===== src/rtl/ovl_pkg.sv =====
package ovl_pkg;
  localparam int unsigned ADDR_W = 16;
  localparam int unsigned BYTE_W = 8;

  typedef enum logic {SEQ_IDLE, SEQ_HI} seq_state_e;

  typedef struct packed {
    logic              vld;
    logic              we;
    logic [ADDR_W-1:0] addr;
    logic [BYTE_W-1:0] data;
    logic [ADDR_W-1:0] pc;
  } bus_acc_t;
endpackage


===== src/rtl/ovl_decode.sv =====
module ovl_decode
  import ovl_pkg::*;
#(
  parameter int unsigned       ROM_AW     = 12,
  parameter logic [ADDR_W-1:0] MON_BASE   = 16'hF800,
  parameter logic [ADDR_W-1:0] MON_OFS    = 16'hF000,
  parameter logic [ADDR_W-1:0] BOOT_LIMIT = 16'h1000,
  parameter logic [ADDR_W-1:0] DIAG_BASE  = 16'hE800,
  parameter logic [ADDR_W-1:0] DIAG_LIMIT = 16'hF000,
  parameter int unsigned       BOOT_BIT   = 2,
  parameter int unsigned       DIAG_BIT   = 4
) (
  input  logic [ADDR_W-1:0] addr_i,
  input  logic [BYTE_W-1:0] ctrl_i,
  output logic              rom_sel_o,
  output logic [ROM_AW-1:0] rom_off_o
);
  // priority: monitor, startup, diagnostic, RAM
  always_comb begin
    rom_sel_o = 1'b0;
    rom_off_o = '0;
    if (addr_i >= MON_BASE) begin
      rom_sel_o = 1'b1;
      rom_off_o = ROM_AW'(addr_i - MON_OFS);
    end else if (addr_i < BOOT_LIMIT && !ctrl_i[BOOT_BIT]) begin
      rom_sel_o = 1'b1;
      rom_off_o = ROM_AW'(addr_i);
    end else if (addr_i >= DIAG_BASE && addr_i < DIAG_LIMIT && !ctrl_i[DIAG_BIT]) begin
      rom_sel_o = 1'b1;
      rom_off_o = ROM_AW'(addr_i - DIAG_BASE);
    end
  end
endmodule


===== src/rtl/ovl_word_seq.sv =====
module ovl_word_seq
  import ovl_pkg::*;
(
  input  logic                clk_i,
  input  logic                rst_ni,
  input  logic                req_i,
  input  logic                word_i,
  input  logic                we_i,
  input  logic [ADDR_W-1:0]   addr_i,
  input  logic [2*BYTE_W-1:0] wdata_i,
  input  logic [ADDR_W-1:0]   pc_i,
  input  logic [BYTE_W-1:0]   byte_rdata_i,
  output bus_acc_t            acc_o,
  output logic                ready_o,
  output logic                done_o,
  output logic [2*BYTE_W-1:0] rdata_o
);
  seq_state_e        state_q;
  logic [ADDR_W-1:0] hi_addr_q;
  logic [BYTE_W-1:0] hi_data_q;
  logic [BYTE_W-1:0] lo_q;
  logic              we_q;
  logic [ADDR_W-1:0] pc_q;

  always_comb begin
    acc_o   = '0;
    done_o  = 1'b0;
    rdata_o = '0;
    ready_o = (state_q == SEQ_IDLE);
    if (state_q == SEQ_IDLE) begin
      if (req_i) begin
        acc_o   = '{vld: 1'b1, we: we_i, addr: addr_i, data: wdata_i[BYTE_W-1:0], pc: pc_i};
        done_o  = !word_i;
        rdata_o = {{BYTE_W{1'b0}}, byte_rdata_i};
      end
    end else begin
      acc_o   = '{vld: 1'b1, we: we_q, addr: hi_addr_q, data: hi_data_q, pc: pc_q};
      done_o  = 1'b1;
      rdata_o = {byte_rdata_i, lo_q};
    end
  end

  always_ff @(posedge clk_i or negedge rst_ni) begin
    if (!rst_ni) begin
      state_q   <= SEQ_IDLE;
      hi_addr_q <= '0;
      hi_data_q <= '0;
      lo_q      <= '0;
      we_q      <= 1'b0;
      pc_q      <= '0;
    end else if (state_q == SEQ_IDLE) begin
      if (req_i && word_i) begin
        state_q   <= SEQ_HI;
        hi_addr_q <= addr_i + 1'b1;  // wraps at top of space
        hi_data_q <= wdata_i[2*BYTE_W-1:BYTE_W];
        lo_q      <= byte_rdata_i;
        we_q      <= we_i;
        pc_q      <= pc_i;
      end
    end else begin
      state_q <= SEQ_IDLE;
    end
  end

  p_word_second_addr_r10: assert property (@(posedge clk_i) disable iff (!rst_ni)
    (state_q == SEQ_HI) |-> (acc_o.addr == $past(addr_i) + 16'd1));

  p_word_two_cycles_r8: assert property (@(posedge clk_i) disable iff (!rst_ni)
    (state_q == SEQ_HI) |=> (state_q == SEQ_IDLE));
endmodule


===== src/rtl/ovl_viol.sv =====
module ovl_viol
  import ovl_pkg::*;
(
  input  logic              clk_i,
  input  logic              rst_ni,
  input  logic              blk_i,
  input  logic [ADDR_W-1:0] addr_i,
  input  logic [ADDR_W-1:0] pc_i,
  output logic              viol_o,
  output logic [ADDR_W-1:0] viol_addr_o,
  output logic [ADDR_W-1:0] viol_pc_o
);
  always_ff @(posedge clk_i or negedge rst_ni) begin
    if (!rst_ni) begin
      viol_o      <= 1'b0;
      viol_addr_o <= '0;
      viol_pc_o   <= '0;
    end else begin
      viol_o <= blk_i;
      if (blk_i) begin
        viol_addr_o <= addr_i;
        viol_pc_o   <= pc_i;
      end
    end
  end

  p_capture_hold_r6: assert property (@(posedge clk_i) disable iff (!rst_ni)
    !blk_i |=> ($stable(viol_addr_o) && $stable(viol_pc_o)));
endmodule


===== src/rtl/boot_overlay_decoder.sv =====
module boot_overlay_decoder
  import ovl_pkg::*;
#(
  parameter int unsigned       ROM_AW     = 12,
  parameter logic [ADDR_W-1:0] MON_BASE   = 16'hF800,
  parameter logic [ADDR_W-1:0] MON_OFS    = 16'hF000,
  parameter logic [ADDR_W-1:0] BOOT_LIMIT = 16'h1000,
  parameter logic [ADDR_W-1:0] DIAG_BASE  = 16'hE800,
  parameter logic [ADDR_W-1:0] DIAG_LIMIT = 16'hF000,
  parameter int unsigned       BOOT_BIT   = 2,
  parameter int unsigned       DIAG_BIT   = 4
) (
  input  logic          clk_i,
  input  logic          rst_ni,
  input  logic          req_i,
  input  logic          word_i,
  input  logic          we_i,
  input  logic [15:0]   addr_i,
  input  logic [15:0]   wdata_i,
  input  logic [15:0]   pc_i,
  output logic          ready_o,
  output logic          done_o,
  output logic [15:0]   rdata_o,
  input  logic          ctrl_we_i,
  input  logic [7:0]    ctrl_wdata_i,
  output logic [7:0]    ctrl_o,
  output logic          rom_en_o,
  output logic [ROM_AW-1:0] rom_addr_o,
  input  logic [7:0]    rom_rdata_i,
  output logic          ram_en_o,
  output logic          ram_we_o,
  output logic [15:0]   ram_addr_o,
  output logic [7:0]    ram_wdata_o,
  input  logic [7:0]    ram_rdata_i,
  output logic          viol_o,
  output logic [15:0]   viol_addr_o,
  output logic [15:0]   viol_pc_o
);
  logic [BYTE_W-1:0] ctrl_q;
  bus_acc_t          acc;
  logic              rom_sel;
  logic [ROM_AW-1:0] rom_off;
  logic [BYTE_W-1:0] byte_rd;
  logic              blk;

  always_ff @(posedge clk_i or negedge rst_ni) begin
    if (!rst_ni)        ctrl_q <= '0;
    else if (ctrl_we_i) ctrl_q <= ctrl_wdata_i;
  end
  assign ctrl_o = ctrl_q;

  ovl_word_seq u_seq (
    .clk_i        (clk_i),
    .rst_ni       (rst_ni),
    .req_i        (req_i),
    .word_i       (word_i),
    .we_i         (we_i),
    .addr_i       (addr_i),
    .wdata_i      (wdata_i),
    .pc_i         (pc_i),
    .byte_rdata_i (byte_rd),
    .acc_o        (acc),
    .ready_o      (ready_o),
    .done_o       (done_o),
    .rdata_o      (rdata_o)
  );

  ovl_decode #(
    .ROM_AW     (ROM_AW),
    .MON_BASE   (MON_BASE),
    .MON_OFS    (MON_OFS),
    .BOOT_LIMIT (BOOT_LIMIT),
    .DIAG_BASE  (DIAG_BASE),
    .DIAG_LIMIT (DIAG_LIMIT),
    .BOOT_BIT   (BOOT_BIT),
    .DIAG_BIT   (DIAG_BIT)
  ) u_dec (
    .addr_i    (acc.addr),
    .ctrl_i    (ctrl_q),
    .rom_sel_o (rom_sel),
    .rom_off_o (rom_off)
  );

  assign byte_rd     = rom_sel ? rom_rdata_i : ram_rdata_i;
  assign rom_en_o    = acc.vld && rom_sel && !acc.we;
  assign rom_addr_o  = rom_off;
  assign ram_en_o    = acc.vld && !rom_sel;
  assign ram_we_o    = ram_en_o && acc.we;
  assign ram_addr_o  = acc.addr;
  assign ram_wdata_o = acc.data;
  assign blk         = acc.vld && acc.we && rom_sel;

  ovl_viol u_viol (
    .clk_i       (clk_i),
    .rst_ni      (rst_ni),
    .blk_i       (blk),
    .addr_i      (acc.addr),
    .pc_i        (acc.pc),
    .viol_o      (viol_o),
    .viol_addr_o (viol_addr_o),
    .viol_pc_o   (viol_pc_o)
  );

  p_monitor_rom_r1: assert property (@(posedge clk_i) disable iff (!rst_ni)
    (acc.vld && acc.addr >= MON_BASE) |-> !ram_en_o);

  p_boot_offset_r2: assert property (@(posedge clk_i) disable iff (!rst_ni)
    (acc.vld && !acc.we && acc.addr < BOOT_LIMIT && !ctrl_q[BOOT_BIT])
      |-> (rom_en_o && rom_addr_o == acc.addr[ROM_AW-1:0]));

  p_target_excl_r4: assert property (@(posedge clk_i) disable iff (!rst_ni)
    !(rom_en_o && ram_en_o));

  p_ram_write_quiet_r5: assert property (@(posedge clk_i) disable iff (!rst_ni)
    ram_we_o |=> !viol_o);

  p_rom_read_quiet_r6: assert property (@(posedge clk_i) disable iff (!rst_ni)
    rom_en_o |=> !viol_o);
endmodule


===== config.mk =====
export PLATFORM = sky130hd
export DESIGN_NAME = boot_overlay_decoder
export DESIGN_NICKNAME = d
export VERILOG_FILES = /design/src/rtl/ovl_pkg.sv /design/src/rtl/ovl_decode.sv /design/src/rtl/ovl_word_seq.sv /design/src/rtl/ovl_viol.sv /design/src/rtl/boot_overlay_decoder.sv
export SDC_FILE = /design/constraint.sdc
export NUM_CORES = 1
export LEC_CHECK = 0
export ABC_AREA = 1
export BUFFER_PORTS_ARGS = -buffer_cell sky130_fd_sc_hd__buf_2
export CAP_MARGIN = 0
export CORE_ASPECT_RATIO = 2
export CORE_MARGIN = 10
export CORE_UTILIZATION = 43
export DETAILED_ROUTE_END_ITERATION = 10
export GPL_TIMING_DRIVEN = 1
export PLACE_DENSITY = 0.8
export SLEW_MARGIN = 5
export SYNTH_ARGS = -nofsm -noshare
export SYNTH_HDL_FRONTEND = slang
export SYNTH_HIERARCHICAL = 1
export SYNTH_SLANG_ARGS = --single-unit
export TNS_END_PERCENT = 30

===== constraint.sdc =====
create_clock -name clk_i -period 2.82 [get_ports clk_i]
set_input_delay 0.423 -clock clk_i [delete_from_list [all_inputs] [get_ports clk_i]]
set_output_delay 0.423 -clock clk_i [all_outputs]
set_load 0.02 [all_outputs]

Word level (Yosys, flattened, before mapping) --
Index checks and enable logic that the tools add are counted.
Operators by class: order comparisons 4, add/sub/neg operators 3, mux-type cells 15, bitwise gates (word level) 1, reduce and logical (&&, ||, !) cells 16
Operators by type and width (number):
- $mux 42 | 2
- $mux 12 | 3
- $ge 16x16->1 const B | 2
- $add 16x1->16 const B | 1
- $lt 16x13->1 const B | 1
- $lt 16x16->1 const B | 1
- $mux 16 | 1
- $mux 8 | 2
- $sub 12x1->12 const B | 1
- $sub 12x12->12 const B | 1
- $logic_and 1x1->1 | 10
- $mux 1 | 7
- $logic_not 1->1 | 5
- $reduce_and 2->1 | 1
- $not 1->1 | 1
Word-level totals: output and inout port bits 98, register bits after elaboration 91

Depth between registers and ports, before layout --
Gate-level depths: netlist of run 1.
depth after elaboration 11, mapped depth 17, mapped depth without buffers 12

Modules after synthesis --
The synthesis of run 1 kept the hierarchy.
Modules (own cells, without submodules):
- ovl_word_seq | seq. area each 1251.2 µm², cells an instance 377, area each 2751.4 µm², times used 1
- ovl_viol | seq. area each 825.8 µm², cells an instance 137, area each 1317.5 µm², times used 1
- boot_overlay_decoder | seq. area each 200.2 µm², cells an instance 67, area each 459.2 µm², times used 1
- ovl_decode | seq. area each 0.0 µm², cells an instance 39, area each 224.0 µm², times used 1

Worst setup path before layout of run 1 --
Ideal clock, no wire load.
path type register -> output, start point register u_seq.state_q, end point output rdata_o[0], buffers on the path 3, required time 2.397 ns, stages on the path, launching flop included 15, data arrival time 2.524 ns, path slack -0.127 ns, cell sequence dfrtp_1 inv_2 nand2_2 clkbuf_1 o21ai_0 nor2_1 nand3_2 buf_6 nand2_1 buf_6 inv_8 nand2_1 nand2_1 nand2_1 o21ai_0
On the way: word-level cells in the longest chain between the ends 10
Ends and longest elaborated chain:
- from (decl) | line ovl_word_seq.sv:18 | seq_state_e state_q;
- from (signal assigned) | line ovl_word_seq.sv:45 | state_q <= SEQ_IDLE;
- from (signal assigned) | line ovl_word_seq.sv:53 | state_q <= SEQ_HI;
- from (signal assigned) | line ovl_word_seq.sv:61 | state_q <= SEQ_IDLE;
- $mux 42 * | line ovl_word_seq.sv:30 | if (state_q == SEQ_IDLE) begin
- named net ram_addr_o[12] | line boot_overlay_decoder.sv:32 | output logic [15:0] ram_addr_o,
- $ge 16x16->1 or $lt 16x16->1 (tied branches) | line ovl_decode.sv:28 | end else if (addr_i >= DIAG_BASE && addr_i < DIAG_LIMIT && !ctrl_i[DIAG_BIT]) begin
- $logic_and 1x1->1 (2 in series) | line ovl_decode.sv:28
- $mux 1 | line ovl_decode.sv:28
- $mux 1 | line ovl_decode.sv:25 | end else if (addr_i < BOOT_LIMIT && !ctrl_i[BOOT_BIT]) begin
- $mux 1 * | line ovl_decode.sv:22 | if (addr_i >= MON_BASE) begin
- named net rom_sel | line boot_overlay_decoder.sv:41 | logic rom_sel;
- $mux 8 * | line boot_overlay_decoder.sv:84 | assign byte_rd = rom_sel ? rom_rdata_i : ram_rdata_i;
- named net byte_rd[0] | line boot_overlay_decoder.sv:43 | logic [BYTE_W-1:0] byte_rd;
- $mux 8 * | line ovl_word_seq.sv:31 | if (req_i) begin
- $mux 16 * | line ovl_word_seq.sv:30
- to (decl) | line boot_overlay_decoder.sv:23 | output logic [15:0] rdata_o,
The timed path passes the listed nets; every way through them passes the cells marked *.

Worst setup path after layout of run 1 --
start point register u_seq.state_q, end point output rdata_o[7]
On the way: word-level cells in the longest chain between the ends 10
Ends and longest elaborated chain (line):
- $mux 42 * | ovl_word_seq.sv:30
- $ge 16x16->1 or $lt 16x16->1 (tied branches) | ovl_decode.sv:28
- $logic_and 1x1->1 (2 in series) | ovl_decode.sv:28
- $mux 1 | ovl_decode.sv:28
- $mux 1 | ovl_decode.sv:25
- $mux 1 * | ovl_decode.sv:22
- named net rom_sel | boot_overlay_decoder.sv:41
- $mux 8 * | boot_overlay_decoder.sv:84
- named net byte_rd[7] | boot_overlay_decoder.sv:43
- $mux 8 * | ovl_word_seq.sv:31
- $mux 16 * | ovl_word_seq.sv:30
Marked as above.

==> results of run 1 <==
==> metal layers <==
metal / GRT usage / up-vias / wire length (um)
met5: 0 / - / 0
li1: - / 2294 / -
met4: 0.1336 / 0 / 943
met2: 0.3079 / 184 / 7667
met1: 0.1868 / 2114 / 5509
met3: 0.04298 / 55 / 963
==> power groups by stage <==
stage | logic [mW] | registers, mW | clock network (mW)
after floorplan | 0.589 | 2.06 | 0
after global placement | 1.35 | 1.81 | 0
after detailed placement | 1.38 | 1.82 | 0
after CTS | 1.38 | 1.80 | 1.27
after global routing | 1.52 | 1.83 | 1.33
final | 1.38 | 1.80 | 1.25
==> logic make-up after synthesis <==
| logic type | count (synthesis) | share of synthesized area |
|---|---|---|
| xor+xnor | 3 | 0.005530 |
| buf+inv | 110 | 0.1174 |
| flops | 91 | 0.4792 |
| compound gates | 102 | 0.1293 |
| fa+ha+maj | 1 | 0.002633 |
| simple gates | 313 | 0.2659 |
==> what timing repair did <==
| action | in CTS | in global routing |
|---|---|---|
| buffers inserted | 0 | 1 |
| hold buffers | 0 | 0 |
| gates resized for setup | 6 | 10 |
| gates cloned | 0 | 1 |
| setup endpoints to repair | 8 | 8 |
==> how the worst min path moves through the flow <==
stage,end,cells past startpoint,slack [ns]
global placement,u_viol/viol_pc_o[2],1,0.45
global route,u_viol/viol_pc_o[2],1,0.1
floorplan,ctrl_o[0],0,0.13
detailed placement,u_viol/viol_pc_o[2],1,0.44
CTS,u_viol/viol_pc_o[2],1,0.08
finish,u_viol/viol_pc_o[2],1,0.05
==> flip-flops by register name, indices dropped and copies added, names as in the netlist <==
signal,count
u_seq/lo_q,8
u_viol/viol_pc_o,16
u_viol/viol_addr_o,16
u_seq/state_q,1
u_seq/hi_addr_q,16
u_seq/pc_q,16
u_seq/hi_data_q,8
u_viol/viol_o,1
ctrl_o,8
u_seq/we_q,1
==> synthesized netlist by cell type, drive strengths merged (3+ instances only) <==
library cell and number:
dfrtp 91, a21oi 13, o21ai 53, nand4 4
nor2 20, buf 19, nand2 269, clkbuf 11
nand3 19, a22o 10, o22ai 25, inv 80
xor2 3
==> cell type report <==
cell class                 instances  area share
sequential                        91      0.3717
multi-input combinational        419      0.3247
timing repair buffer             193      0.1717
inverter                          80     0.05187
clock buffer                       9     0.03676
tap                              140     0.02859
clock inverter                     7     0.01348
antenna                            3    0.001225
==> critical path: stages (launching register included) <==
cell,delay (ns)
dfrtp_1,0.42
inv_2,0.12
nand2_8,0.12
o21ai_4,0.18
inv_1,0.07
nand2_1,0.07
nand3_2,0.10
nand2_2,0.11
buf_6,0.15
inv_8,0.05
nand2_1,0.06
nand2_1,0.07
nand2_1,0.12
o21ai_0,0.09
buf_2,0.17
==> cell usage in the layout, fill, tap and decap left out, types with 10 or more instances in the layout <==
master   instances
nand2_2         12
buf_4           14
o21ai_0         45
dfrtp_1         91
a22o_1          10
inv_1           73
buf_2          175
nor2_1          17
nand3_1         17
o22ai_1         25
nand2_1        255
==> results.md, run 1 <==
- Outcome: complete, no violations
- Top FF cell, synth: dfrtp_1
- Clock buffer depth: 2
- Remaining global-route overflow: 0
- Maximum capacitance violations: 0
- H-tree levels: 3
- Pwr dens: 722.9 nW/um^2
- Flop pwr share: 0.405
- Final hold violation count: 0
- Drt drc: 0
- CP Launch Point: u_seq/state_q
- Syn nets: 699
- Layout Nets: 873
- Core Rows: 54
- Yosys reg bits: 91
- R2r endpoint: u_viol/viol_pc_o[12]
- Clock Latency Late Sink: 0.34 ns
- Worst-path clk slew: 0.07 ns
- DR pass1 iterations: 4
- Clock Skew: 0.01062 ns
- Crit Reg-Reg Startpoint: u_seq/state_q
- Synth Warn #: 6
- Total power: 4.429 mW
- Setup crit end kind: primary output
- Final worst slack: 0.1371 ns
- Worst Tran Pin Value: 0.5478 ns
- Peak supply drop: 0.0004053 V
- Total internal power: 2.802 mW
- Post-synth EDFFs: 0
- Final period utilization: 0.9514
- R2R Setup Slk: 0.51 ns
- Area of the multi-input gates: 1989 sq um
- Cell variety after synth: 29
- Mapped Cells: 620
- Async SR Flop Fraction: 1.000
- Total CTS buffers: 9
- Critical path arrival: 2.26 ns
- Final Core Density: 0.5633
- Placed Area: 5718 sq um
- Setup tns final: 0 ns
- Post-synth top area cell: dfrtp_1
- CORE AREA: 10880 sq um
- Sequential share of the synthesized area: 0.4792
- Area Overhead vs Synth: 28.94%
- Tmin final: 2.683 ns
- Per-cell routed wire length: 16.01 um
- Relative slew slack: 0.6309
- Critical path required time: 2.40 ns
- Number of port buffers: 175
- Mapped Area: 4752 sq um
- Switching pwr: 1.627 mW
- Crit Path Max Fanout: 15
- Iter 0 DRT Violations: 262
- Largest cells by area after synthesis: dfrtp_1, nand2_1, inv_1, o21ai_0, o22ai_1
- Num ports: 176
- Final Non-Filler Cells: 942
- Final instance area: 6127 sq um
- Global placer's final weighted congestion: 0.9205
- Critical Path Start Type: flop
- CTS root buffer: clkbuf_16
- Final setup fails: 0
- Fillers: 1023
- Sink Count: 91
- Max Slew Vio Count: 0
- Fmax: 0.3727 GHz
- Syn avg cell area: 7.665 sq um
- Static leakage: 3.488 nW
- Clock network power share: 0.282
- Setup CP Type: flop to primary output
- Largest net degree at the start of global routing: 52
- Hold_ws: 0.05258 ns
- Part of the power in combinational logic: 0.312
- Die X: 94.34 um
- Post-synth top area share: 0.4792
- Pre-CTS setup slack: 0.2469 ns
- Via count: 4647
- Die area: 15910 sq um
- Routed vias/inst: 4.933
- CTS tree: built
- Vias in the first global route: 4717
- First-pass GRT wire length: 23250 um
- Share of cells above drive strength 1: 0.3129
- Placed cells: 921
- Antenna violations before repair: 3
- Antenna-violating nets left: 0
- Class of the worst hold path: input pin to async pin
- Worst reg-to-reg path cell count: 15
- Flip-flop and latch area: 2277 sq um
- WL final: 15080 um
- Die Ht: 168.7 um
- Initial Util: 0.4369
- Setup crit end: rdata_o[7]
- Final HPWL DP: 11430 um
- Switch share: 0.3673
- Total Routing Usage GR: 0.1818
Note: power is estimated with default switching activity, not from simulation.
==> run 2, diff against run 1 <==
--- a/config.mk
+++ b/config.mk
@@ -8,12 +8,12 @@
 export ABC_AREA = 1
 export BUFFER_PORTS_ARGS = -buffer_cell sky130_fd_sc_hd__buf_2
 export CAP_MARGIN = 0
-export CORE_ASPECT_RATIO = 2
+export CORE_ASPECT_RATIO = 0.7
 export CORE_MARGIN = 10
-export CORE_UTILIZATION = 43
+export CORE_UTILIZATION = 50
 export DETAILED_ROUTE_END_ITERATION = 10
 export GPL_TIMING_DRIVEN = 1
-export PLACE_DENSITY = 0.8
+export PLACE_DENSITY = 0.9
 export SLEW_MARGIN = 5
 export SYNTH_ARGS = -nofsm -noshare
 export SYNTH_HDL_FRONTEND = slang
==> run 2 against run 1 <==
  * Setup slack better by 0.019 ns
  * Hold slack better by 0.0019 ns
  * Non-clock buffer count unchanged
  * Combinational power about the same
  * Register-to-register slack worse by 0.07 ns
  * Global-route usage up 1.5 points
  * Clock skew down 0.0015 ns
  * Critical endpoint is now rdata_o[1]
  * Largest cell class unchanged
==> results.md, run 2 (same netlist as run 1, synthesis figures left out) <==
- Crit Reg-Reg Startpoint: u_seq/state_q (unchanged)
- Gr busiest metal: met2 (unchanged)
- DR pass1 iterations: 6 (was 4)
- Antenna-violating nets left: 0 (unchanged)
- Commonest cells after routing, fill and taps aside: nand2_1, buf_2, dfrtp_1 (unchanged)
- Per-cell routed wire length: 15.89 um (was 16.01 um)
- Pwr dens: 711.7 nW/um^2 (was 722.9 nW/um^2)
- Clock Skew: 0.009098 ns (was 0.01062 ns)
- Routed vias/inst: 5.100 (was 4.933)
- Global routing usage on met1: 0.2579 (was 0.1868)
- Fillers: 796 (was 1023)
- Class of the worst hold path: input pin to async pin (unchanged)
- Worst Tran Pin Value: 0.6336 ns (was 0.5478 ns)
- Static leakage: 3.477 nW (was 3.488 nW)
- Final setup fails: 0 (unchanged)
- Number of port buffers: 175 (unchanged)
- Final hold violation count: 0 (unchanged)
- Iter 0 DRT Violations: 377 (was 262)
- Critical path required time: 2.40 ns (about the same)
- Ant diodes: 0 (was 3)
- Clock buffer depth: 2 (unchanged)
- Placed Area: 5648 sq um (was 5718 sq um)
- Global placer's final weighted congestion: 0.9212 (was 0.9205)
- Slowest CP cell: dfrtp_1 (unchanged)
- Sink Count: 91 (unchanged)
- Worst-path clk slew: 0.07 ns (about the same)
- Largest net degree at the start of global routing: 52 (unchanged)
- Final HPWL DP: 10710 um (was 11430 um)
- Clock Latency Late Sink: 0.34 ns (about the same)
- Count of hold-fix buffers inserted at cts: 0 (unchanged)
- H-tree levels: 3 (unchanged)
- Crit path largest cell delay: 0.42 ns (about the same)
- Worst reg-to-reg path cell count: 14 (was 15)
- Met2 Track Usage GR: 0.2959 (was 0.3079)
- Area Overhead vs Synth: 27.86% (was 28.94%)
- Setup tns final: 0 ns (unchanged)
- Tmin final: 2.664 ns (was 2.683 ns)
- Vias in the first global route: 4410 (was 4717)
- CP dominant cell by count: nand2_1 (unchanged)
- Via count: 4707 (was 4647)
- Outcome: complete, no violations (unchanged)
- Setup crit end kind: primary output (unchanged)
- Peak supply drop: 0.0003513 V (was 0.0004053 V)
- Remaining global-route overflow: 0 (unchanged)
- CP delay by family, top: simple AND/OR/NAND/NOR gates (unchanged)
- Fmax: 0.3754 GHz (was 0.3727 GHz)
- Total CTS buffers: 9 (unchanged)
- Die Ht: 101.6 um (was 168.7 um)
- CTS tree: built (unchanged)
- Buf/Inv on CP: 4 (was 5)
- Die area: 13870 sq um (was 15910 sq um)
- Num ports: 176 (unchanged)
- Layout Nets: 873 (unchanged)
- Final instance area: 6076 sq um (was 6127 sq um)
- CP Cell Sequence: inv_2 > nand2_8 > o21ai_4 > nand2_1 > inv_1 > nand3_2 > nand2_2 > buf_2 > nand2_1 > nand2_1 > nand2_1 > o21ai_0 > buf_2 (was inv_2 > nand2_8 > o21ai_4 > inv_1 > nand2_1 > nand3_2 > nand2_2 > buf_6 > inv_8 > nand2_1 > nand2_1 > nand2_1 > o21ai_0 > buf_2)
- Max Slew Vio Count: 0 (unchanged)
- Antenna violations before repair: 0 (was 3)
- Total Routing Usage GR: 0.1969 (was 0.1818)
- Drt drc: 0 (unchanged)
- WL final: 14670 um (was 15080 um)
- Setup CP Type: flop to primary output (unchanged)
- Hold_ws: 0.05448 ns (was 0.05258 ns)
- CTS root buffer: clkbuf_16 (unchanged)
- First-pass GRT wire length: 22160 um (was 23250 um)
- Initial Util: 0.5177 (was 0.4369)
- R2r endpoint: u_viol/viol_addr_o[14] (was u_viol/viol_pc_o[12])
- Die X: 136.5 um (was 94.34 um)
- CORE AREA: 9180 sq um (was 10880 sq um)
- Critical Path Start Type: flop (unchanged)
- Final period utilization: 0.9446 (was 0.9514)
- Share of cells above drive strength 1: 0.3129 (unchanged)
- Maximum capacitance violations: 0 (unchanged)
- Critical path arrival: 2.24 ns (was 2.26 ns)
- Core Rows: 29 (was 54)
- Crit Path Max Fanout: 14 (was 15)
- Commonest non-fill, non-tap cell in the layout: nand2_1 (unchanged)
- Relative slew slack: 0.5731 (was 0.6309)
- Worst path depth: 13 (was 14)
- Met3 Use GR: 0.08012 (was 0.04298)
- R2R Setup Slk: 0.44 ns (was 0.51 ns)
-- run 2: final cells by class --
class / instances / area, sq um / share of cell area
Multi-Input combinational cell: 419 / 1997 / 0.3287
Tap cell: 124 / 155.1 / 0.02554
Clock inverter: 7 / 57.56 / 0.009473
Clock buffer: 9 / 225.2 / 0.03707
Sequential cell: 91 / 2277 / 0.3748
Timing Repair Buffer: 193 / 1046 / 0.1722
Inverter: 80 / 317.8 / 0.05231
-- run 2: worst max path at each step --
stage | from | to | slack (ns)
after global placement | req_i | rdata_o[2] | 0.35
after CTS | u_seq/state_q | rdata_o[6] | 0.02
after floorplan | u_seq/state_q | rdata_o[0] | 0.11
final | u_seq/state_q | rdata_o[1] | 0.16
after detailed placement | req_i | rdata_o[6] | 0.23
after global routing | u_seq/state_q | rdata_o[6] | -0.02
-- run 2: where the power goes --
group	switching (mW)	internal [mW]	leakage [nW]
Sequential	0.164	1.63	1.13
Combinational	0.924	0.471	2.22
Clock	0.528	0.610	0.134
Total	1.62	2.71	3.48
-- run 2: timing repair --
action / in CTS / in global routing
setup buffers: 0 / 6
cloned: 0 / 1
gates resized for setup: 6 / 14
pin swaps: 0 / 2
endpoints found under the setup margin: 8 / 17
-- run 2: per-layer routing --
metal / vias to the layer above / share of wire
met1: 2151 / 0.42
met3: 28 / 0.11
li1: 2292 / -
met2: 236 / 0.45
met5: - / 0
met4: 0 / 0.019
-- run 2: through the flow --
stage          utilization  instances  worst slack (ns)  power (mW)
3_5_place_dp        0.6152        900            0.2317       3.181
6_report            0.6619        923            0.1562       4.324
4_1_cts             0.6485        916           0.01548       4.328
5_1_grt             0.6619        923          -0.01526       4.569
2_1_floorplan            -        620            0.1099       2.653
3_3_place_gp        0.6152        900            0.3546       3.142
==> run 3, diff against run 2 <==
--- a/config.mk
+++ b/config.mk
@@ -8,12 +8,14 @@
 export ABC_AREA = 1
 export BUFFER_PORTS_ARGS = -buffer_cell sky130_fd_sc_hd__buf_2
 export CAP_MARGIN = 0
+export CELL_PAD_IN_SITES_DETAIL_PLACEMENT = 1
+export CELL_PAD_IN_SITES_GLOBAL_PLACEMENT = 1
 export CORE_ASPECT_RATIO = 0.7
 export CORE_MARGIN = 10
-export CORE_UTILIZATION = 50
+export CORE_UTILIZATION = 32
 export DETAILED_ROUTE_END_ITERATION = 10
 export GPL_TIMING_DRIVEN = 1
-export PLACE_DENSITY = 0.9
+export PLACE_DENSITY = 0.86
 export SLEW_MARGIN = 5
 export SYNTH_ARGS = -nofsm -noshare
 export SYNTH_HDL_FRONTEND = slang
==> constraint.sdc (replaced) <==
create_clock -name clk_i -period 2.4 [get_ports clk_i]
set_input_delay 0.36 -clock clk_i [delete_from_list [all_inputs] [get_ports clk_i]]
set_output_delay 0.36 -clock clk_i [all_outputs]
set_load 0.02 [all_outputs]
==> run 3 against run 2 <==
  * The flow now finishes with violations (setup timing)
  * Power is 26% higher
  * Final area is 12% higher
  * Clock skew is 0.00060 ns lower
  * Routed wire length is 25% higher
  * Sequential power up 18%
==> results.md, run 3 (same netlist as run 1, synthesis figures left out) <==
- Outcome: finished with violations (was complete, no violations)
- Failing checks: setup timing
- Commonest cells after routing, fill and taps aside: nand2_1, buf_2, dfrtp_1 (unchanged)
- Worst-path clk slew: 0.07 ns (about the same)
- Clock network power share: 0.269 (was 0.263)
- Die X: 165.7 um (was 136.5 um)
- Static leakage: 3.700 nW (was 3.477 nW)
- Final worst slack: -0.06563 ns (was 0.1562 ns)
- CTS root buffer: clkbuf_16 (unchanged)
- Total CTS buffers: 9 (unchanged)
- Hold_ws: 0.2219 ns (was 0.05448 ns)
- Initial Util: 0.3248 (was 0.5177)
- Peak supply drop: 0.0003459 V (was 0.0003513 V)
- Worst reg-to-reg path cell count: 18 (was 14)
- Part of the power in combinational logic: 0.344 (was 0.323)
- Sink Count: 91 (unchanged)
- Global placer's final weighted congestion: 0.8535 (was 0.9212)
- Per-cell routed wire length: 17.87 um (was 15.89 um)
- Largest net degree at the start of global routing: 59 (was 52)
- DR pass1 iterations: 4 (was 6)
- CTS tree: built (unchanged)
- Vias in the first global route: 5306 (was 4410)
- Fillers: 1858 (was 796)
- Final hold violation count: 0 (unchanged)
- Die Ht: 122.0 um (was 101.6 um)
- Pre-CTS setup slack: 0.08813 ns (was 0.2317 ns)
- Buf/Inv on CP: 4 (unchanged)
- Remaining global-route overflow: 0 (unchanged)
- Crit path largest cell delay: 0.40 ns (was 0.42 ns)
- Final period utilization: 1.027
- CORE AREA: 14630 sq um (was 9180 sq um)
- First-pass GRT wire length: 28660 um (was 22160 um)
- Hold EP: ctrl_o[4]
- Max Slew Vio Count: 0 (unchanged)
- Switch share: 0.3751 (was 0.3736)
- Switching pwr: 2.047 mW (was 1.616 mW)
- Setup CP Type: flop to primary output (unchanged)
- Critical path arrival: 2.11 ns (was 2.24 ns)
- Layout Nets: 905 (was 873)
- CP delay by family, top: simple AND/OR/NAND/NOR gates (unchanged)
- Hold depth: 3
- Flop pwr share: 0.387 (was 0.414)
- Antenna-violating nets left: 0 (unchanged)
- Iter 0 DRT Violations: 289 (was 377)
- Antenna violations before repair: 0 (unchanged)
- Die area: 20200 sq um (was 13870 sq um)
- Pwr dens: 803.2 nW/um^2 (was 711.7 nW/um^2)
- R2r endpoint: u_seq/lo_q[0] (was u_viol/viol_addr_o[14])
- Total internal power: 3.409 mW (was 2.709 mW)
- RSZ-0062 raised after global routing: yes
- Core Rows: 37 (was 29)
- H-tree levels: 3 (unchanged)
- Worst Tran Pin Value: 0.5457 ns (was 0.6336 ns)
- Num ports: 176 (unchanged)
- Final Core Density: 0.4642 (was 0.6619)
- Routed vias/inst: 4.800 (was 5.100)
- Final setup fails: 20 (was 0)
- R2R Setup Slk: -0.02 ns (was 0.44 ns)
- Drt drc: 0 (unchanged)
- Setup crit end kind: primary output (unchanged)
- Clock Latency Late Sink: 0.34 ns (about the same)
- Clock Skew: 0.008493 ns (was 0.009098 ns)
- Final HPWL DP: 13280 um (was 10710 um)
- Ant diodes: 0 (unchanged)
- Via count: 4925 (was 4707)
- Fmax: 0.4056 GHz
- Class of the worst hold path: input pin to flop (was input pin to async pin)
- Hold path start: ctrl_wdata_i[4]
- WL final: 18330 um (was 14670 um)
- Share of cells above drive strength 1: 0.3923 (was 0.3129)
- Maximum capacitance violations: 0 (unchanged)
- Final instance area: 6792 sq um (was 6076 sq um)
- Clock buffer depth: 2 (unchanged)
- Total Routing Usage GR: 0.1734 (was 0.1969)
- Crit Reg-Reg Startpoint: u_seq/state_q (unchanged)
- Commonest non-fill, non-tap cell in the layout: nand2_1 (unchanged)
- CP dominant cell by count: nand2_2 (was nand2_1)
- Relative slew slack: 0.6324 (was 0.5731)
- Total power: 5.455 mW (was 4.324 mW)
- CP Cell Sequence: buf_6 > nand2_1 > o21ai_4 > nor2_1 > nand3_2 > nand2_8 > buf_12 > inv_12 > nand2_2 > nand2_2 > nand2_2 > o21ai_2 > buf_6 (was inv_2 > nand2_8 > o21ai_4 > nand2_1 > inv_1 > nand3_2 > nand2_2 > buf_2 > nand2_1 > nand2_1 > nand2_1 > o21ai_0 > buf_2)
- Critical path required time: 2.04 ns (was 2.40 ns)
- Tmin final: 2.466 ns
- Number of port buffers: 175 (unchanged)
- Critical Path Start Type: flop (unchanged)
- Area Overhead vs Synth: 42.92% (was 27.86%)
- Crit Path Max Fanout: 14 (unchanged)
- Slowest CP cell: dfrtp_1 (unchanged)
- Placed Area: 5919 sq um (was 5648 sq um)
[run 3: how the worst max path moves through the flow]
stage / startpoint / end / slack (ns) / cells past startpoint
after CTS: u_seq/state_q / rdata_o[5] / -0.1 / 14
after global routing: u_seq/state_q / rdata_o[1] / -0.18 / 14
final: u_seq/state_q / rdata_o[1] / -0.07 / 13
after global placement: req_i / rdata_o[4] / 0.14 / 14
after detailed placement: req_i / rdata_o[0] / 0.09 / 14
after floorplan: u_seq/state_q / rdata_o[0] / -0.05 / 14
[run 3: cell type report]
class,count,area (sq um),share of cell area
multi-input cells,419,2176,0.3204
well taps,195,244.0,0.03592
clock buffers,10,229.0,0.03371
repair buffers,225,1470,0.2165
inverters,80,322.8,0.04753
clock inverters,6,72.57,0.01069
flip-flops and latches,91,2277,0.3353
[run 3: routing by layer]
metal	track usage	part of all wire
met5	0	0
met4	0.03808	0.0082
met3	0.05470	0.069
met2	0.2792	0.46
met1	0.2251	0.46
[run 3: stage by stage]
step                instances   TNS, ns
global route             1026    -3.897
floorplan                 620  -0.04597
CTS                      1022    -1.122
global placement          982         0
finish                   1026   -0.7041
detailed placement        982         0
[run 3: power by group through the flow]
stage	sequential, mW	clock [mW]	combinational (mW)
after detailed placement	2.14	0	1.72
final	2.11	1.47	1.88
after global placement	2.12	0	1.67
after CTS	2.11	1.51	1.83
after floorplan	2.42	0	0.720
after global routing	2.16	1.58	2.04
[run 3: worst reg2reg max path, cell delays in order (launching register included)]
cell,delay (ns)
dfrtp_1,0.40
inv_2,0.11
nand2_8,0.10
o21ai_4,0.21
nor2_1,0.08
nand3_2,0.14
nand2_8,0.08
buf_12,0.15
inv_12,0.08
nand2_4,0.05
nand2_4,0.07
nand2_4,0.06
buf_4,0.14
buf_4,0.12
buf_4,0.12
buf_4,0.12
buf_4,0.12
buf_4,0.12
o22ai_2,0.09
[run 3: repair_timing]
action / in CTS / in global routing
pin swaps: 9 / 14
buffers inserted: 22 / 4
gates cloned: 1 / 0
setup endpoints to repair: 20 / 31
endpoints found under the hold margin: 25 / 0
gates resized for setup: 49 / 59
hold buffers: 1 / 0
